**src/rtl/ddr_demux_pkg.sv**
```systemverilog
package ddr_demux_pkg;
  localparam int unsigned FRAME_BITS = 4;
  localparam int unsigned HIST_BITS  = FRAME_BITS + 1;

  // Four-bit window out of a five-bit history (newest bit at index 0).
  function automatic logic [FRAME_BITS-1:0] pick_window(input logic [HIST_BITS-1:0] hist,
                                                        input logic shift);
    return shift ? hist[HIST_BITS-1:1] : hist[FRAME_BITS-1:0];
  endfunction

  // Lowest-numbered rotation among the hits.
  function automatic logic [1:0] first_hit(input logic [3:0] hits);
    logic [1:0] sel;
    sel = 2'd0;
    for (int r = 3; r >= 0; r--) begin
      if (hits[r]) sel = 2'(r);
    end
    return sel;
  endfunction
endpackage

```
**src/rtl/ddr_capture.sv**
```systemverilog
module ddr_capture
  import ddr_demux_pkg::*;
#(
  parameter int unsigned LANES = 24
) (
  input  logic                           clk,
  input  logic                           rst_n,
  input  logic [LANES-1:0]               din,
  output logic [LANES-1:0][HIST_BITS-1:0] hist
);
  logic [LANES-1:0] rise_q;
  logic [LANES-1:0] fall_q;

  always_ff @(posedge clk or negedge rst_n) begin
    if (!rst_n) rise_q <= '0;
    else        rise_q <= din;
  end

  always_ff @(negedge clk or negedge rst_n) begin
    if (!rst_n) fall_q <= '0;
    else        fall_q <= din;
  end

  // Each rising edge appends the pair (earlier rise bit, later fall bit).
  for (genvar l = 0; l < LANES; l++) begin : g_lane
    always_ff @(posedge clk or negedge rst_n) begin
      if (!rst_n) hist[l] <= '0;
      else        hist[l] <= {hist[l][HIST_BITS-3:0], rise_q[l], fall_q[l]};
    end
  end
endmodule

```
**src/rtl/align_search.sv**
```systemverilog
module align_search
  import ddr_demux_pkg::*;
#(
  parameter int unsigned LANES       = 24,
  parameter int unsigned LOCK_FRAMES = 8,
  parameter logic [3:0]  TRAIN_PAT   = 4'b1000
) (
  input  logic                           clk,
  input  logic                           rst_n,
  input  logic                           retrain,
  input  logic [LANES-1:0][HIST_BITS-1:0] hist,
  output logic                           ph,
  output logic [3:0]                     hit_vec,
  output logic                           lock,
  output logic [1:0]                     rot_sel
);
  localparam int unsigned CW = $clog2(LOCK_FRAMES + 1);

  logic [3:0] win_ok;

  always_comb begin
    for (int r = 0; r < 4; r++) begin
      win_ok[r] = 1'b1;
      for (int l = 0; l < LANES; l++) begin
        if (pick_window(hist[l], 1'(r % 2)) != TRAIN_PAT) win_ok[r] = 1'b0;
      end
    end
  end

  always_ff @(posedge clk or negedge rst_n) begin
    if (!rst_n) ph <= 1'b0;
    else        ph <= ~ph;
  end

  for (genvar r = 0; r < 4; r++) begin : g_rot
    localparam logic RPH = 1'(r / 2);
    logic [CW-1:0] cnt;
    logic          slot;
    assign slot = (ph == RPH);
    assign hit_vec[r] = !lock && !retrain && slot && win_ok[r] && (cnt == CW'(LOCK_FRAMES - 1));

    always_ff @(posedge clk or negedge rst_n) begin
      if (!rst_n)              cnt <= '0;
      else if (retrain || lock) cnt <= '0;
      else if (slot)           cnt <= win_ok[r] ? ((cnt == CW'(LOCK_FRAMES - 1)) ? cnt : cnt + 1'b1)
                                                : '0;
    end
  end

  always_ff @(posedge clk or negedge rst_n) begin
    if (!rst_n) begin
      lock    <= 1'b0;
      rot_sel <= 2'd0;
    end else if (retrain) begin
      lock    <= 1'b0;
    end else if (!lock && (|hit_vec)) begin
      lock    <= 1'b1;
      rot_sel <= first_hit(hit_vec);
    end
  end
endmodule

```
**src/rtl/frame_emit.sv**
```systemverilog
module frame_emit
  import ddr_demux_pkg::*;
#(
  parameter int unsigned LANES = 24
) (
  input  logic                           clk,
  input  logic                           rst_n,
  input  logic                           retrain,
  input  logic                           lock,
  input  logic [1:0]                     rot_sel,
  input  logic                           ph,
  input  logic [LANES-1:0][HIST_BITS-1:0] hist,
  output logic [FRAME_BITS*LANES-1:0]    frame,
  output logic                           strobe
);
  logic [FRAME_BITS*LANES-1:0] frame_nx;

  always_comb begin
    for (int l = 0; l < LANES; l++) begin
      frame_nx[FRAME_BITS*l +: FRAME_BITS] = pick_window(hist[l], rot_sel[0]);
    end
  end

  always_ff @(posedge clk or negedge rst_n) begin
    if (!rst_n) begin
      frame  <= '0;
      strobe <= 1'b0;
    end else if (retrain || !lock) begin
      frame  <= '0;
      strobe <= 1'b0;
    end else if (ph == rot_sel[1]) begin
      frame  <= frame_nx;
      strobe <= 1'b1;
    end else begin
      strobe <= 1'b0;
    end
  end
endmodule

```
**src/rtl/ddr_frame_demux.sv**
```systemverilog
module ddr_frame_demux
  import ddr_demux_pkg::*;
#(
  parameter int unsigned LANES       = 24,
  parameter int unsigned LOCK_FRAMES = 8
) (
  input  logic                        clk_ddr,
  input  logic                        rst_n,
  input  logic                        retrain,
  input  logic [LANES-1:0]            din,
  output logic [FRAME_BITS*LANES-1:0] frame_o,
  output logic                        frame_stb,
  output logic                        locked
);
  logic [LANES-1:0][HIST_BITS-1:0] hist;
  logic                            ph;
  logic [3:0]                      hit_vec;
  logic [1:0]                      rot_sel;

  ddr_capture #(.LANES(LANES)) cap_i (
    .clk(clk_ddr), .rst_n(rst_n), .din(din), .hist(hist)
  );

  align_search #(.LANES(LANES), .LOCK_FRAMES(LOCK_FRAMES)) srch_i (
    .clk(clk_ddr), .rst_n(rst_n), .retrain(retrain), .hist(hist),
    .ph(ph), .hit_vec(hit_vec), .lock(locked), .rot_sel(rot_sel)
  );

  frame_emit #(.LANES(LANES)) emit_i (
    .clk(clk_ddr), .rst_n(rst_n), .retrain(retrain), .lock(locked),
    .rot_sel(rot_sel), .ph(ph), .hist(hist), .frame(frame_o), .strobe(frame_stb)
  );
endmodule

```
**config.mk**
```make
export PLATFORM = sky130hd
export DESIGN_NAME = ddr_frame_demux
export DESIGN_NICKNAME = d
export VERILOG_FILES = /design/src/rtl/ddr_demux_pkg.sv /design/src/rtl/ddr_capture.sv /design/src/rtl/align_search.sv /design/src/rtl/frame_emit.sv /design/src/rtl/ddr_frame_demux.sv
export SDC_FILE = /design/constraint.sdc
export NUM_CORES = 1
export LEC_CHECK = 0
export ABC_AREA = 1
export BUFFER_PORTS_ARGS = -buffer_cell sky130_fd_sc_hd__buf_2
export CAP_MARGIN = 15
export CORE_MARGIN = 1
export CORE_UTILIZATION = 35
export CTS_CLUSTER_SIZE = 30
export DETAILED_ROUTE_END_ITERATION = 8
export GPL_TIMING_DRIVEN = 0
export SLEW_MARGIN = 5
export SYNTH_ARGS = -nofsm -noshare
export SYNTH_HDL_FRONTEND = slang
export SYNTH_SLANG_ARGS = --single-unit
```
**constraint.sdc**
```tcl
create_clock -name clk_ddr -period 2.8 [get_ports clk_ddr]
set_clock_uncertainty 0.05 [all_clocks]
set_input_delay 0.28 -clock clk_ddr [delete_from_list [all_inputs] [get_ports clk_ddr]]
set_output_delay 0.28 -clock clk_ddr [all_outputs]
set_load 0.05 [all_outputs]
```
; ---- Yosys cells after proc, flatten, opt, wreduce, memory -nomap -nowiden
; Cells that the tools add are included.
[totals]
ff_bits = 285
out_inout_bits = 98
word_cells = 222
[op_classes]
add_sub_neg = 4
n_eq_ne = 58
mux = 98
n_bitwise = 2
reduce_logical = 25
[ops]
columns = cell, count
row1 = 96-bit two-way mux, 2
row2 = 4-bit inequality test (second input constant), 48
row3 = 4-bit two-way mux, 40
row4 = 1-bit two-way mux, 52
row5 = 4-bit by 1-bit adder with 4-bit output (second input constant), 4
row6 = 4-bit by 3-bit equality test with 1-bit output (second input constant), 4
row7 = 1-bit logical AND, 12
row8 = 3-bit inequality test (second input constant), 4
row9 = 2-bit AND reduction, 5
row10 = 2-bit two-way mux, 4
row11 = 2-bit nonzero test, 3
row12 = 4-bit OR reduction, 1
row13 = 1-bit zero test, 2
row14 = 1-bit logical OR, 2
row15 = 2-bit inequality test (second input constant), 1
row16 = 1-bit inverter, 2
row17 = 1-bit equality test, 1

; ---- Depth between registers and ports, before layout
[depth]
depth_word = 31
depth_mapped = 14
ltp_nobuf = 14

; ---- Cells and area by module
; Synthesis repeated with hierarchy kept, for this count alone.
[hier_totals]
hier_cells = 1283
hier_area_um2 = 11567.3
[modules_own_cells]
columns = mod, instances, cells_each, area_per_inst_um2, seq_area_each_um2
row1 = frame_emit, 1, 747, 5267.6, 2427.3
row2 = ddr_capture, 1, 168, 4204.0, 4204.0
row3 = align_search, 1, 368, 2095.8, 500.5

==> out/results.tsv <==
stage	metric	value	unit
finish	post-route cell area	13300	sq um
finish	ratio of cells with drive above 1 in the final layout	18.9	%
cts	clk_lat worst skew	560	ps
hold_path	Hold Path Depth	4	
yosys	top-count cell post-synth	dfrtp_1	
power	PwrDens	666	nW/um^2
placement	DP Area	11900	sq um
outcome	status	finished, final reports clean	
setup_path	CP cell instances	dlygate4sd3_1 > buf_8 > buf_16 > buf_16	
cts	clock-pin transition on the worst setup and hold timing paths	60	ps
power	Int Pwr	7010	uW
power	Net Sw Power	1850	uW
route	routed vias	7989	
power	Pwr Total	8860	uW
hold_path	Min-Delay Startpoint	retrain	
setup_path	crit path capture type	async pin	
setup_path	slowest CP cell	dlygate4sd3_1	
timing	Final Max Tran Viols	0	
hold_path	end of the worst hold path	srch_i.lock	
power	maximum VDD drop	0.545	mV
run	number of max-cap violations	0	
route	wire length per cell	17.4	um
die	Die Area	31500	sq um
cts	PostCTS Resize Cnt	0	
die	Core ar.	30000	sq um
power	clock network fraction of total power	47.9	%
finish	area grow syn2layout	23.6	%
cts	clk sinks	285	
route	Routed Wire Length	28700	um
power	static leakage	0.00637	uW
yosys	Netlist Area Pre-Place	10800	sq um
placement	IO buf count	124	
global_route	antenna violations before repair	0	
setup_path	CP arrival	1810	ps
global_route	Tot GR Track Use	18.6	%
yosys	post-synthesis area per instance	10.3	sq um
route	number of DRC markers in iteration 0	525	
setup_path	Data required, critical path	2130	ps
placement	DP Wirelength	19800	um
setup_path	Crit Path Max Fanout	111	
die	starting density of the core	35.9	%
yosys	most frequent cells after synthesis	dfrtp_1 (261), nand2_1 (146), o21ai_0 (126), nand3_1 (116), nor2_1 (97)	
hold_path	min-delay worst type	input port to register	
yosys	area leader, netlist	dfrtp_1	
finish	final net count	1265	
die	die height	177	um
yosys	Mapped Nets	1081	
setup_path	crit path kind	input port to async pin	
yosys	count of flip-flops with a built-in enable after synthesis	0	
setup_path	Crit path top cell by count	buf_16	
global_route	global-route wire length before repair	44600	um
yosys	Synth warnings	0	
power	combinational share of power	3.2	%
die	die span in x	177	um
yosys	asr flop ratio synth	100	%
cts	CTS H-Tree Depth	1	
yosys	sequential share of the synthesized area	66.3	%
power	switching share of power	20.9	%
timing	final hold viol count	0	
placement	GPL Wtd Cong	0.849	
timing	Slew headroom	27.0	%
global_route	GRT Residual Overflow	0	
setup_path	Largest stage delay, worst path	560	ps
setup_path	reg2reg setup slack	650	ps
global_route	number of global-route vias before repair	7858	
cts	Root Buffer	clkbuf_16	
yosys	Synth Instances	1050	
yosys	synth top area cells	dfrtp_1 (61%), o21ai_0 (5.9%), dfrtn_1 (5.6%)	
placement	placed cell count	1566	
yosys	post-synth top area share	60.7	%
cts	CTS buffer count	29	
finish	Finished Core Util	44.4	%
die	std cell rows	63	
setup_path	worst r2r path cells	6	
cts	CTS tree	done	
die	IO Pins	125	
global_route	pin count of the biggest net entering global routing	111	
setup_path	Crit Reg-Reg Endpoint	emit_i.frame[11]	
timing	Worst-Margin Slew	1090	ps
setup_path	kind of start point of the critical path	input port	
cts	Bufs on Longest Clock Path	3	
finish	Antenna Cells	0	
setup_path	FF-to-FF Start	srch_i.rot_sel[0]	
yosys	dominant synthesized flop cell	dfrtp_1	
yosys	register bit total from synthesis	285	
route	vias per std cell	4.85	
finish	non-filler instance count after layout	1646	
route	1st-pass router iterations	6	
yosys	post-synthesis cell type count	33	
route	# DRC	0	
power	sequential power share	48.9	%
timing	Final Setup Violations	0	
timing	RSZ-0062 raised after global routing	false	
route	post-route antenna net violation count	0	
worst max-delay path by stage:
stage,from,end,slack (ps),cells past startpoint
after CTS,rst_n,cap_i.fall_q[18],40,4
after global routing,rst_n,cap_i.fall_q[18],170,4
final,rst_n,cap_i.fall_q[19],320,4
after floorplan,din[0],cap_i.fall_q[0],930,0
after detailed placement,rst_n,cap_i.fall_q[18],-300,3
after global placement,rst_n,cap_i.fall_q[18],-4980,1
critical path, delay by kind of cell:
family | cells | cell delay [ps]
buffers and inverters | 4 | 1430
flip-flops by register name, indices dropped and copies added, names as in the netlist, 2 cells and up:
| register | cells |
|---|---|
| cap_i.hist | 120 |
| emit_i.frame | 96 |
| cap_i.fall_q | 24 |
| cap_i.rise_q | 24 |
| srch_i.g_rot.cnt | 16 |
| srch_i.rot_sel | 2 |
metal layers:
layer,GRT usage (%),vias to the layer above,share of wire [%],wire (um)
li1,-,3827,-,-
met1,26.2,3923,46,13300
met4,5.84,0,2.5,708
met2,29.4,194,46,13200
met5,0,-,0,0
met3,3.15,45,5.3,1530
logic make-up (layout without fill, tap and decap cells):
| kind of cell | count (synthesis) | in the layout | synth area share (%) |
|---|---|---|---|
| xor+xnor | 2 | 2 | 0.163 |
| simple gates | 405 | 405 | 17.1 |
| mux | 12 | 12 | 1.12 |
| flops | 285 | 285 | 66.3 |
| buf+inv | 141 | 347 | 5.20 |
| compound gates | 201 | 201 | 9.72 |
| fa+ha+maj | 4 | 4 | 0.465 |
area by class of cell:
| class | instances | area (sq um) |
|---|---|---|
| clock inverter | 9 | 199 |
| sequential | 285 | 7130 |
| fill | 2862 | 16700 |
| multi-input combinational | 624 | 3070 |
| timing repair buffer | 153 | 988 |
| inverter | 91 | 342 |
| clock buffer | 44 | 862 |
| buffer | 50 | 218 |
| tap | 390 | 488 |
what timing repair did:
item                       in CTS  in global routing
hold endpoints to repair       87                  0
setup endpoints to repair       0                 10
hold buffers                   26                  0
buffers inserted                0                  0
power groups by stage:
stage	Combinational (uW)	Clock [uW]	Sequential, uW
floorplan	103	0	4380
global placement	243	0	4400
detailed placement	256	0	4400
CTS	290	4300	4330
global route	333	4490	4340
finish	287	4240	4330
per-stage QoR:
stage | hold slack (ps) | setup slack, ps | TNS, ps
floorplan | -65.6 | 926 | 0
global placement | 282 | -4980 | -1101940
detailed placement | 216 | -295 | -2810
CTS | 125 | 37.4 | 0
global route | 153 | 174 | 0
finish | 124 | 318 | 0
cell usage in the layout (no fill, tap or decap), types with 25 or more instances in the layout:
master	count
buf_2	135
clkbuf_1	34
clkbuf_16	30
dfrtp_1	261
dlygate4sd3_1	25
inv_1	64
nand2_1	146
nand3_1	116
nor2_1	97
o21ai_0	126
o21ai_1	50
No activity file was read; power rests on OpenSTA's default activity.
